[src/rtl/stg_pkg.sv]
package stg_pkg;
  localparam int PIX_W  = 8;
  localparam int GRAD_W = PIX_W + 1;

  typedef logic [PIX_W-1:0]         pix_t;
  typedef logic signed [GRAD_W-1:0] grad_t;

  typedef struct packed {
    grad_t dx;
    grad_t dy;
    grad_t dt;
    logic  border;
  } grad_beat_t;

  // Difference of two unsigned pixels as a signed gradient-width value
  function automatic grad_t pix_diff(pix_t a, pix_t b);
    return grad_t'({1'b0, a}) - grad_t'({1'b0, b});
  endfunction
endpackage

[src/rtl/stg_tap_line.sv]
module stg_tap_line
  import stg_pkg::*;
#(
  parameter int DEPTH = 4
) (
  input  logic clk,
  input  logic rst_n,
  input  logic en,
  input  pix_t din,
  output pix_t dout
);
  logic [DEPTH-1:0][PIX_W-1:0] chain_q;
  logic [DEPTH-1:0][PIX_W-1:0] shifted;
  logic [DEPTH-1:0][PIX_W-1:0] chain_d;

  generate
    if (DEPTH == 1) begin : g_single
      assign shifted = din;
    end else begin : g_multi
      assign shifted = {chain_q[DEPTH-2:0], din};
    end
  endgenerate

  always_comb begin
    chain_d = en ? shifted : chain_q;
  end

  always_ff @(posedge clk or negedge rst_n) begin
    if (!rst_n) chain_q <= '0;
    else        chain_q <= chain_d;
  end

  assign dout = chain_q[DEPTH-1];
endmodule

[src/rtl/stg_raster_pos.sv]
module stg_raster_pos #(
  parameter int IMG_W = 16,
  parameter int IMG_H = 12
) (
  input  logic clk,
  input  logic rst_n,
  input  logic step,
  input  logic sof,
  output logic emit,
  output logic cen_border
);
  localparam int COL_W = $clog2(IMG_W);
  localparam int ROW_W = $clog2(IMG_H);
  localparam logic [COL_W-1:0] COL_LAST = COL_W'(IMG_W - 1);
  localparam logic [ROW_W-1:0] ROW_LAST = ROW_W'(IMG_H - 1);

  logic [COL_W-1:0] col_q, col_d, eff_col, cen_col;
  logic [ROW_W-1:0] row_q, row_d, eff_row, cen_row;

  always_comb begin
    eff_col = sof ? '0 : col_q;
    eff_row = sof ? '0 : row_q;
    col_d   = col_q;
    row_d   = row_q;
    if (step) begin
      col_d = (eff_col == COL_LAST) ? '0 : eff_col + 1'b1;
      if (eff_col == COL_LAST) row_d = (eff_row == ROW_LAST) ? '0 : eff_row + 1'b1;
      else                     row_d = eff_row;
    end
    // centre sits one line plus one pixel behind the incoming beat
    emit    = (eff_row >= ROW_W'(2)) || ((eff_row == ROW_W'(1)) && (eff_col != '0));
    cen_col = (eff_col == '0) ? COL_LAST : eff_col - 1'b1;
    cen_row = (eff_col == '0) ? eff_row - ROW_W'(2) : eff_row - ROW_W'(1);
    cen_border = (cen_row == '0) || (cen_row == ROW_LAST) ||
                 (cen_col == '0) || (cen_col == COL_LAST);
  end

  always_ff @(posedge clk or negedge rst_n) begin
    if (!rst_n) begin
      col_q <= '0;
      row_q <= '0;
    end else begin
      col_q <= col_d;
      row_q <= row_d;
    end
  end

  assert_col_bound_R9: assert property (@(posedge clk) disable iff (!rst_n)
    (col_q <= COL_LAST) && (row_q <= ROW_LAST));
  assert_sof_restart_R9: assert property (@(posedge clk) disable iff (!rst_n)
    (step && sof) |=> (col_q == COL_W'(1 % IMG_W)));
endmodule

[src/rtl/stg_deadzone.sv]
module stg_deadzone
  import stg_pkg::*;
(
  input  grad_t raw,
  input  pix_t  floor_val,
  output grad_t res
);
  logic [GRAD_W-1:0] mag;

  always_comb begin
    mag = raw[GRAD_W-1] ? $unsigned(-raw) : $unsigned(raw);
    res = (mag < {1'b0, floor_val}) ? '0 : raw;
  end
endmodule

[src/rtl/stg_gradient_unit.sv]
module stg_gradient_unit
  import stg_pkg::*;
#(
  parameter int IMG_W = 16,
  parameter int IMG_H = 12
) (
  input  logic                      clk,
  input  logic                      rst_n,
  input  logic [stg_pkg::PIX_W-1:0] noise_floor,
  input  logic                      in_valid,
  output logic                      in_ready,
  input  logic                      in_sof,
  input  logic [stg_pkg::PIX_W-1:0] in_prev,
  input  logic [stg_pkg::PIX_W-1:0] in_curr,
  output logic                      out_valid,
  input  logic                      out_ready,
  output logic [stg_pkg::PIX_W:0]   out_dx,
  output logic [stg_pkg::PIX_W:0]   out_dy,
  output logic [stg_pkg::PIX_W:0]   out_dt,
  output logic                      out_border
);
  localparam int N_GRAD = 3;
  localparam int SEG_W  = IMG_W - 1;
  localparam int CUR_DLY = IMG_W + 1;

  // reset: asserted asynchronously, released on a clock edge
  logic [1:0] rst_sync_q;
  logic       rst_sync_n;
  always_ff @(posedge clk or negedge rst_n) begin
    if (!rst_n) rst_sync_q <= 2'b00;
    else        rst_sync_q <= {rst_sync_q[0], 1'b1};
  end
  assign rst_sync_n = rst_sync_q[1];

  logic in_fire, emit, cen_border;
  assign in_ready = out_ready | ~out_valid;
  assign in_fire  = in_valid & in_ready;

  stg_raster_pos #(.IMG_W(IMG_W), .IMG_H(IMG_H)) u_pos (
    .clk(clk), .rst_n(rst_sync_n), .step(in_fire), .sof(in_sof),
    .emit(emit), .cen_border(cen_border));

  // previous-frame taps: down=k-1, right=k-W, centre=k-W-1, left=k-W-2, up=k-2W-1
  pix_t t_down, t_right, t_ctr, t_left, t_up, c_ctr;
  stg_tap_line #(.DEPTH(1))     u_p_down  (.clk(clk), .rst_n(rst_sync_n), .en(in_fire), .din(in_prev), .dout(t_down));
  stg_tap_line #(.DEPTH(SEG_W)) u_p_right (.clk(clk), .rst_n(rst_sync_n), .en(in_fire), .din(t_down),  .dout(t_right));
  stg_tap_line #(.DEPTH(1))     u_p_ctr   (.clk(clk), .rst_n(rst_sync_n), .en(in_fire), .din(t_right), .dout(t_ctr));
  stg_tap_line #(.DEPTH(1))     u_p_left  (.clk(clk), .rst_n(rst_sync_n), .en(in_fire), .din(t_ctr),   .dout(t_left));
  stg_tap_line #(.DEPTH(SEG_W)) u_p_up    (.clk(clk), .rst_n(rst_sync_n), .en(in_fire), .din(t_left),  .dout(t_up));
  stg_tap_line #(.DEPTH(CUR_DLY)) u_c_ctr (.clk(clk), .rst_n(rst_sync_n), .en(in_fire), .din(in_curr), .dout(c_ctr));

  grad_t raw_g [N_GRAD];
  grad_t dz_g  [N_GRAD];
  grad_t hx, hy;

  always_comb begin
    hx = pix_diff(t_right, t_left);
    hy = pix_diff(t_down, t_up);
    raw_g[0] = hx >>> 1;
    raw_g[1] = hy >>> 1;
    raw_g[2] = pix_diff(c_ctr, t_ctr);
  end

  generate
    for (genvar g = 0; g < N_GRAD; g++) begin : g_dz
      stg_deadzone u_dz (.raw(raw_g[g]), .floor_val(noise_floor), .res(dz_g[g]));
    end
  endgenerate

  grad_beat_t beat_new, beat_q, beat_d;
  logic       valid_q, valid_d;

  always_comb begin
    if (cen_border) beat_new = '{dx: '0, dy: '0, dt: '0, border: 1'b1};
    else            beat_new = '{dx: dz_g[0], dy: dz_g[1], dt: dz_g[2], border: 1'b0};
    valid_d = in_ready ? (in_fire & emit) : valid_q;
    beat_d  = in_ready ? beat_new : beat_q;
  end

  always_ff @(posedge clk or negedge rst_sync_n) begin
    if (!rst_sync_n) begin
      valid_q <= 1'b0;
      beat_q  <= '0;
    end else begin
      valid_q <= valid_d;
      beat_q  <= beat_d;
    end
  end

  assign out_valid  = valid_q;
  assign out_dx     = beat_q.dx;
  assign out_dy     = beat_q.dy;
  assign out_dt     = beat_q.dt;
  assign out_border = beat_q.border;

  // checks on the registered outputs
  logic [GRAD_W-1:0] chk_dt_mag, chk_floor;
  always_comb begin
    chk_dt_mag = out_dt[GRAD_W-1] ? (~out_dt + 1'b1) : out_dt;
    chk_floor  = {1'b0, noise_floor};
  end

  assert_stall_hold_R7: assert property (@(posedge clk) disable iff (!rst_sync_n)
    (out_valid && !out_ready) |=> (out_valid && $stable(out_dx) && $stable(out_dy) &&
                                   $stable(out_dt) && $stable(out_border)));
  assert_stall_blocks_R7: assert property (@(posedge clk) disable iff (!rst_sync_n)
    (out_valid && !out_ready) |-> !in_ready);
  assert_sof_no_output_R6: assert property (@(posedge clk) disable iff (!rst_sync_n)
    (in_valid && in_ready && in_sof) |=> !out_valid);
  assert_border_zero_R5: assert property (@(posedge clk) disable iff (!rst_sync_n)
    (out_valid && out_border) |-> (out_dx == '0 && out_dy == '0 && out_dt == '0));
  assert_dx_range_R1: assert property (@(posedge clk) disable iff (!rst_sync_n)
    out_valid |-> ($signed(out_dx) >= -9'sd128 && $signed(out_dx) <= 9'sd127));
  assert_dy_range_R2: assert property (@(posedge clk) disable iff (!rst_sync_n)
    out_valid |-> ($signed(out_dy) >= -9'sd128 && $signed(out_dy) <= 9'sd127));
  assert_deadzone_R4: assert property (@(posedge clk) disable iff (!rst_sync_n)
    ($past(in_valid && in_ready) && out_valid && out_dt != '0) |-> (chk_dt_mag >= $past(chk_floor)));
endmodule

[config.mk]
export PLATFORM = sky130hd
export DESIGN_NAME = stg_gradient_unit
export DESIGN_NICKNAME = d
export VERILOG_FILES = /design/src/rtl/stg_pkg.sv /design/src/rtl/stg_tap_line.sv /design/src/rtl/stg_raster_pos.sv /design/src/rtl/stg_deadzone.sv /design/src/rtl/stg_gradient_unit.sv
export SDC_FILE = /design/constraint.sdc
export NUM_CORES = 1
export LEC_CHECK = 0
export CORE_MARGIN = 2
export CORE_UTILIZATION = 30
export DETAILED_ROUTE_END_ITERATION = 12
export PLACE_DENSITY_LB_ADDON = 0.2
export SLEW_MARGIN = 20
export SYNTH_ARGS = -nofsm -noshare
export SYNTH_HDL_FRONTEND = slang
export SYNTH_HIERARCHICAL = 1
export SYNTH_SLANG_ARGS = --single-unit
export TNS_END_PERCENT = 100
[constraint.sdc]
create_clock -name clk -period 13.65 [get_ports clk]
set_clock_uncertainty 0.2 [all_clocks]
set_input_delay 2.73 -clock clk [delete_from_list [all_inputs] [get_ports clk]]
set_output_delay 2.73 -clock clk [all_outputs]
set_load 0.02 [all_outputs]
==> results.txt, run 1 <==
Run status - complete, no violations
Pwr dens - 245 nW/um^2
Type of origin of the critical path - primary input
Root Driver - clkbuf_16
Register-to-Register Path Depth - 7
Synth Net Count - 1,475
1st-pass router iterations - 4
Register area share after synthesis - 56.1%
Max H-tree Level - 2
Post-route ant nets - 0
Synth unique cells - 56
First-pass GRT wire length - 58.7 mm
Clk pin slew, worst setup/hold paths - 0.06 ns
Met3 Usage GRT - 2.17%
Placed Area - 20,700 sq um
Sw Ratio - 34.0%
Synthesis-to-finish area growth - 14.1%
Critical path arrival - 5.08 ns
Share of cells above drive strength 1 - 34.2%
Critical path required time - 10.72 ns
Final WL - 34.9 mm
CTS buffer count - 51
Top FF cell, synth - dfrtp_1
Max-slew violation count - 0
Net switching power - 1.86 mW
Clk pwr share - 24.0%
Setup CP Type - primary input to primary output
IO buf count - 58
Post-synthesis average cell area - 14.1 sq um
Flop pwr share - 37.5%
GRT busiest layer - met2
Final Hold Fails - 0
Power, Total - 5.46 mW
CP Cell Sequence - clkdlybuf4s50_1 -> nor2b_2 -> buf_4 -> inv_1 -> clkdlybuf4s50_1
Gate power share - 38.5%
Largest net degree at the start of global routing - 166
Via count - 10,300
Initial core utilization - 30.4%
Met1 usage - 15.5%
Synth Instances - 1,389
Final setup fails - 0
Tmin final - 8.01 ns
Yosys reg bits - 439
FFs w/ async S/R, synth - 100%
HPWL after detailed placement - 22.4 mm
Worst rel slew slack - 30.8%
Final Cycle Share - 58.7%
Final Util - 34.7%
Worst VDD drop - 152 uV
YS warnings - 6
Synthesized area - 19,600 sq um
Die H - 259 microns
Max Cap Viol - 0
Most Frequent Cell on Critical Path - clkdlybuf4s50_1
M2 GR Usage - 15.9%
Sink Count - 439
GRT Total Usage - 10.8%
Antenna cells - 0
CP Max Fanout - 31
RSZ-0062 raised after global routing - no
Hold Buf Count CTS - 0
Worst skew pair latency - 0.60 ns
Worst path max stage delay - 0.79 ns
DRC errors left - 0
CTS tree - yes
IO Count - 59
WL/cell - 15.0 microns
Pleak - 10.2 nW
Area of the die - 67,300 sq um
Fmax - 0.125 GHz
# Post-CTS Setup Buffers - 0
Crit. End Element - primary output
Post-cts resize count - 0
Core ar. - 64,500 sq um
Final Instance Area - 22,300 sq um
Via/cell ratio - 4.42
Antenna violations before repair - 0
Layout Nets - 1,514
CP max stage cell - inv_1
Post-route setup TNS - 0 ns
Vias in the first global route - 10,700
Slew @ Worst Pin - 1.04 ns
Die width - 259 microns
Register-to-register setup slack - 8.69 ns
Post-synth EDFFs - 0
Gp weighted congestion - 0.754
Internal power - 3.61 mW
Hold Path Class - flip-flop to asynchronous set/reset pin
CTS Buffer Depth - 3
Initial DRC count - 505
# rows - 93
Global route total overflow - 0
state kept, by name, summed over array words and instances, names as in the netlist, 2 cells and up:
register,flops
u_c_ctr/chain_q,128
u_p_right/chain_q,112
u_p_up/chain_q,112
out_dt,9
out_dx,9
out_dy,9
u_c_ctr/dout,8
u_p_ctr/dout,8
u_p_down/dout,8
u_p_left/dout,8
u_p_right/dout,8
u_p_up/dout,8
u_pos/col_q,4
u_pos/row_q,4
rst_sync_q,2
layout make-up:
type | count | area (sq um)
Clock buffer | 78 | 1430
Sequential cell | 439 | 11000
Tap cell | 855 | 1070
Fill cell | 6351 | 42100
Inverter | 69 | 259
Clock inverter | 12 | 206
Timing Repair Buffer | 69 | 706
Multi-Input combinational cell | 798 | 7680
critical path: cells and delay by family:
family / cells / cell delay, ns
buf+inv: 4 / 2.28
simple gates: 1 / 0.05
cells by family (layout without fill, tap and decap cells):
family | count (synthesis) | after routing | synth area share [%]
AOI/OAI and AO/OA | 111 | 111 | 4.21
xor gates and xnor gates | 36 | 36 | 1.61
adders and majority gates | 57 | 57 | 3.76
buffers and inverters | 152 | 228 | 4.69
DFF | 439 | 439 | 56.1
muxes | 402 | 402 | 24.3
other | 1 | 1 | 0.0192
and+or+nand+nor | 191 | 191 | 5.27
power groups by stage:
stage               registers (mW)  clock network [mW]  logic (mW)
global placement              2.08                   0        2.05
detailed placement            2.08                   0        2.11
floorplan                     2.00                   0        1.71
global route                  2.12                1.43        2.35
finish                        2.05                1.31        2.10
CTS                           2.06                1.37        2.12
stage by stage:
stage | setup slack (ns) | instances | hold slack, ns
final | 5.64 | 2320 | 0.0457
after global routing | 5.48 | 2320 | 0.0763
after CTS | 5.62 | 2318 | 0.157
after detailed placement | 5.63 | 2228 | 0.146
after global placement | 5.70 | 2228 | 0.139
after floorplan | 0.308 | 1389 | 0.131
per-layer routing:
| layer | vias to the layer above | part of all wire, % | wire length [microns] |
|---|---|---|---|
| li1 | 4882 | - | - |
| met1 | 5187 | 51 | 17800 |
| met2 | 131 | 43 | 14900 |
| met3 | 56 | 3.6 | 1250 |
| met4 | 0 | 2.7 | 925 |
| met5 | - | 0 | 0 |
cells in the final DEF, fill, tap and decap left out, types with 7 or more instances in the layout:
master	netlist	layout
nor2_1	12	12
a21o_1	8	8
ha_1	54	54
xor2_1	8	8
dfrtp_1	439	438
nand2_1	87	87
buf_4	26	7
clkbuf_1	12	22
nand2b_1	11	11
mux2_4	64	64
clkbuf_16	0	51
nor2b_1	9	8
a21oi_1	20	20
o21ai_0	25	25
clkdlybuf4s50_1	0	58
mux2_2	337	337
a21boi_1	18	18
xnor2_1	28	28
nand3b_1	28	28
inv_1	68	68
nor3_1	11	11
worst paths after layout:
path,endpoint,from
min in group clk,rst_sync_q[1]$_DFF_PN0_,rst_sync_q[0]$_DFF_PN0_
max in group asynchronous,rst_sync_q[1]$_DFF_PN0_,rst_n
hold reg to reg,u_c_ctr/chain_q[95]$_DFFE_PN0P_,rst_sync_q[1]$_DFF_PN0_
setup reg to reg,u_p_right/chain_q[33]$_DFFE_PN0P_,out_valid$_DFFE_PN0N_
hold / removal,u_c_ctr/chain_q[95]$_DFFE_PN0P_,rst_sync_q[1]$_DFF_PN0_
setup / recovery,in_ready,out_ready
cell usage after synthesis (all sizes together), types with 11 or more instances:
cell type | instances | area (sq um)
nand3b | 28 | 210
a21oi | 20 | 100
dfrtp | 439 | 11000
o21ai | 26 | 134
nand2b | 11 | 68.8
buf | 71 | 614
inv | 68 | 255
nor3 | 11 | 55.1
nand2 | 87 | 327
xnor2 | 28 | 245
a21boi | 21 | 169
clkbuf | 12 | 45.0
mux2 | 401 | 4760
nor2 | 12 | 45.0
ha | 54 | 676
No activity file was read; power rests on OpenSTA's default activity.
==> run 2: changes to the inputs <==
Clock period 13.65 ns to 7.3 ns, I/O delays scaled along.
==> results.txt, run 2 (same netlist as run 1, synthesis figures left out) <==
Run status - complete, no violations
Register-to-register setup slack - 2.71 ns
Most frequent cells in the layout - dfrtp_1 (438), mux2_2 (337), nand2_1 (87), inv_1 (68), mux2_4 (64)
Worst skew pair latency - 0.59 ns
WL/cell - 15.2 microns
GRT Total Usage - 10.8%
Core ar. - 64,500 sq um
Fillcell total - 6,295
Die H - 259 microns
CP Max Fanout - 29
Antenna cells - 0
Register-to-Register Path Depth - 16
Root Driver - clkbuf_16
Clk pin slew, worst setup/hold paths - 0.06 ns
IO buf count - 58
Initial DRC count - 565
Max-slew violation count - 0
Net switching power - 3.46 mW
RSZ-0062 raised after global routing - no
Setup CP Type - primary input to primary output
Worst VDD drop - 253 uV
IO Count - 59
CTS tree - yes
DRC errors left - 0
Global route total overflow - 0
Post-route ant nets - 0
Sink Count - 439
FF-to-FF Start - u_p_up/dout[0]$_DFFE_PN0P_
Sw Ratio - 34.1%
Clk pwr share - 23.8%
Via count - 10,300
Largest register FFs - 128
Register Area - 11,000 sq um
Post-route setup TNS - 0 ns
Internal power - 6.70 mW
Final Hold Fails - 0
Gate power share - 38.3%
Reg2reg end - out_dy[7]$_DFFE_PN0N_
Area of the die - 67,300 sq um
Antenna violations before repair - 3
Max H-tree Level - 2
First-pass GRT wire length - 58.8 mm
Gp weighted congestion - 0.763
Share of cells above drive strength 1 - 34.6%
Top flop regs - u_c_ctr/chain_q: 128 flops, u_p_right/chain_q: 112 flops, u_p_up/chain_q: 112 flops
Tmin final - 4.67 ns
Crit. End Element - primary output
Die width - 259 microns
Final setup fails - 0
Fmax - 0.214 GHz
Max Cap Viol - 0
Power, Total - 10.2 mW
Final Instance Area - 22,300 sq um
CTS Buffer Depth - 3
CTS buffer count - 49
Flop pwr share - 37.9%
# rows - 93
Final WL - 35.3 mm
Largest net degree at the start of global routing - 173
Hold Path Class - flip-flop to flip-flop
Initial core utilization - 30.4%
Largest register by flop count - u_c_ctr/chain_q
Final Cycle Share - 63.9%
1st-pass router iterations - 4
Via/cell ratio - 4.46
HPWL after detailed placement - 22.8 mm
Setup crit start - out_ready
Worst setup endpoint - in_ready
Type of origin of the critical path - primary input
Vias in the first global route - 10,900
Placed Area - 20,700 sq um
Synthesis-to-finish area growth - 14.0%
Most common cell after layout, fill and taps aside - dfrtp_1
Critical path required time - 5.64 ns
Layout Nets - 1,512
Post-cts resize count - 0
Worst rel slew slack - 29.4%
Area of the multi-input gates - 7680 sq um
Hold Buf Count CTS - 0
# Post-CTS Setup Buffers - 0
Pwr dens - 455 nW/um^2
Slew @ Worst Pin - 1.06 ns
Pleak - 10.2 nW
Critical path arrival - 3.01 ns
## run 2: cell types whose count changed in the layout (fill, tap and decap cells not counted), moves of 2 or more
cell / change
clkinv_2: +3
clkbuf_8: +5
buf_12: +2
clkbuf_16: -2
clkbuf_1: -7
## run 2: per-layer routing
layer | up-vias | track usage (%) | routed length (microns)
met5 | - | 0 | 11
met4 | 2 | 3.70 | 906
met3 | 64 | 2.46 | 1770
met2 | 141 | 16.1 | 14900
met1 | 5241 | 15.3 | 17700
li1 | 4885 | - | -
## run 2: area by class of cell
class                           count  area share (%)
Clock buffer                       74            6.36
Clock inverter                     15           0.830
Sequential cell                   439            49.2
Timing Repair Buffer               69            3.20
Multi-Input combinational cell    798            34.4
Inverter                           69            1.16
Tap cell                          855            4.79
## run 2: power by group through the flow
stage | logic, mW | registers (mW) | clock network, mW
floorplan | 3.20 | 3.73 | 0
global placement | 3.81 | 3.89 | 0
detailed placement | 3.90 | 3.91 | 0
CTS | 3.92 | 3.87 | 2.53
global route | 4.34 | 3.99 | 2.64
finish | 3.89 | 3.85 | 2.42
## run 2: worst min-delay path by stage
stage                            start                      end  slack [ns]  cells past startpoint
3_3_place_gp   rst_sync_q[0]$_DFF_PN0_  rst_sync_q[1]$_DFF_PN0_        0.14                      0
2_1_floorplan  rst_sync_q[0]$_DFF_PN0_  rst_sync_q[1]$_DFF_PN0_        0.13                      0
3_5_place_dp   rst_sync_q[0]$_DFF_PN0_  rst_sync_q[1]$_DFF_PN0_        0.14                      0
5_1_grt        rst_sync_q[0]$_DFF_PN0_  rst_sync_q[1]$_DFF_PN0_        0.16                      0
4_1_cts        rst_sync_q[0]$_DFF_PN0_  rst_sync_q[1]$_DFF_PN0_        0.15                      0
6_report       rst_sync_q[0]$_DFF_PN0_  rst_sync_q[1]$_DFF_PN0_        0.15                      0
## run 2: worst max-delay path, cell delays in order
cell and delay (ns):
clkdlybuf4s50_1 0.43, nor2b_2 0.12, buf_4 0.32, inv_1 0.12, clkdlybuf4s50_1 0.56
## run 2: stage by stage
| stage | hold slack, ns | utilization [%] | cells | worst slack [ns] |
|---|---|---|---|---|
| after floorplan | 0.131 | - | 1389 | 2.80 |
| after global placement | 0.138 | 32.1 | 2230 | 2.45 |
| after detailed placement | 0.143 | 32.1 | 2230 | 2.36 |
| after CTS | 0.154 | 34.6 | 2319 | 2.61 |
| after global routing | 0.165 | 34.6 | 2319 | 2.35 |
| final | 0.149 | 34.6 | 2319 | 2.63 |
==> run 3: changes to the inputs <==
Clock period 7.3 ns to 4.43 ns, I/O delays scaled along.
==> results.txt, run 3 (same netlist as run 1, synthesis figures left out) <==
Run status - complete, no violations
Tmin final - 4.09 ns
Pleak - 10.3 nW
Fmax - 0.245 GHz
CTS tree - yes
Post-route ant nets - 0
Share of cells above drive strength 1 - 35.7%
IO buf count - 58
Final setup fails - 0
Core ar. - 64,500 sq um
First-pass GRT wire length - 58.0 mm
# Post-CTS Setup Buffers - 0
Final WL - 34.8 mm
Hold Path Class - flip-flop to flip-flop
Largest register by flop count - u_c_ctr/chain_q
Synthesis-to-finish area growth - 14.7%
CP Max Fanout - 9
Worst VDD drop - 488 uV
Root Driver - clkbuf_16
Vias in the first global route - 10,600
IO Count - 59
Antenna violations before repair - 0
Most frequent cells in the layout - dfrtp_1 (438), mux2_2 (337), nand2_1 (87), inv_1 (68), mux2_4 (64)
Largest net degree at the start of global routing - 94
CTS buffer count - 48
Max Cap Viol - 0
Worst skew pair latency - 0.59 ns
Max-slew violation count - 0
HPWL after detailed placement - 22.8 mm
Power, Total - 16.9 mW
Largest register FFs - 128
Pwr dens - 751 nW/um^2
DRC errors left - 0
Critical path arrival - 4.36 ns
Final Hold Fails - 0
GRT Total Usage - 10.6%
Area of the die - 67,300 sq um
Initial DRC count - 526
Sink Count - 439
Placed Area - 20,900 sq um
Die width - 259 microns
Final Instance Area - 22,500 sq um
1st-pass router iterations - 6
Gp weighted congestion - 0.783
Max H-tree Level - 2
Global route total overflow - 0
Crit. End Element - flip-flop
Layout Nets - 1,526
Initial core utilization - 30.4%
Via count - 10,200
Worst rel slew slack - 38.8%
Most common cell after layout, fill and taps aside - dfrtp_1
Top flop regs - u_c_ctr/chain_q: 128 flops, u_p_right/chain_q: 112 flops, u_p_up/chain_q: 112 flops
Hold Buf Count CTS - 0
Critical path required time - 4.70 ns
CTS Buffer Depth - 3
Final Cycle Share - 92.2%
Slew @ Worst Pin - 0.914 ns
Setup CP Type - flip-flop to flip-flop
Via/cell ratio - 4.38
Clk pin slew, worst setup/hold paths - 0.06 ns
Hold Slack - 0.149 ns
RSZ-0062 raised after global routing - no
WL/cell - 15.0 microns
Type of origin of the critical path - flip-flop
Post-cts resize count - 0
Die H - 259 microns
Antenna cells - 0
# rows - 93
## run 3: cell types whose count changed in the layout (fill, tap and decap cells not counted), sizes merged
| cell | before | now |
|---|---|---|
| bufinv | 2 | 4 |
| buf | 11 | 26 |
| clkinv | 11 | 16 |
| clkbuf | 74 | 61 |
| inv | 69 | 70 |
## run 3: critical path, stage by stage, from the launching register on
cell and delay (ns):
dfrtp_1 0.41, nor2b_1 0.23, fa_1 0.25, nor2b_1 0.06, o21a_1 0.18, o211ai_1 0.21, nand3b_1 0.13, xnor2_1 0.19
or3_4 0.43, o31ai_1 0.29, xnor2_1 0.11, ha_1 0.33, and3_2 0.24, a221oi_2 0.24, buf_4 0.21, a21boi_1 0.08
nand3b_1 0.10, nand2_1 0.06
## run 3: metal layers
| layer | up-vias | part of all wire, % | track usage [%] |
|---|---|---|---|
| met5 | - | 0 | 0 |
| met4 | 0 | 2.2 | 3.54 |
| met3 | 56 | 4.1 | 2.28 |
| met2 | 121 | 43 | 15.9 |
| met1 | 5119 | 50 | 15.3 |
| li1 | 4905 | - | - |
## run 3: worst paths after layout
| path | depth (start not counted) | startpoint | slack, ns | to |
|---|---|---|---|---|
| setup / recovery | 17 | u_p_right/dout[0]$_DFFE_PN0P_ | 0.34 | out_dx[4]$_DFFE_PN0N_ |
| hold / removal | 0 | rst_sync_q[0]$_DFF_PN0_ | 0.15 | rst_sync_q[1]$_DFF_PN0_ |
| setup reg to reg | 17 | u_p_right/dout[0]$_DFFE_PN0P_ | 0.34 | out_dx[4]$_DFFE_PN0N_ |
| hold reg to reg | 0 | rst_sync_q[0]$_DFF_PN0_ | 0.15 | rst_sync_q[1]$_DFF_PN0_ |
| max in group asynchronous | 1 | rst_sync_q[1]$_DFF_PN0_ | 2.71 | u_p_right/chain_q[10]$_DFFE_PN0P_ |
| min in group asynchronous | 1 | rst_n | 0.26 | rst_sync_q[1]$_DFF_PN0_ |
## run 3: final cells by class
type	count	area, sq um
Sequential cell	439	11000
Inverter	69	259
Fill cell	6327	42000
Timing Repair Buffer	84	888
Clock buffer	61	1320
Clock inverter	23	254
Multi-Input combinational cell	798	7680
Tap cell	855	1070
## run 3: per-stage QoR
step                      setup TNS [ns]  util, %  setup WS [ns]  cells
final                                  0     34.8          0.344   2329
after floorplan                   -29.88        -        -0.0684   1389
after global routing                   0     34.8        0.00890   2329
after CTS                              0     34.8          0.334   2329
after global placement                 0     32.4          0.464   2245
after detailed placement               0     32.4          0.356   2245
## run 3: power breakdown
part	leakage, nW	total [mW]	internal, mW	switching, mW
logic	4.05	6.57	3.37	3.20
registers	5.44	6.31	5.48	0.826
clock network	0.782	3.98	2.34	1.63
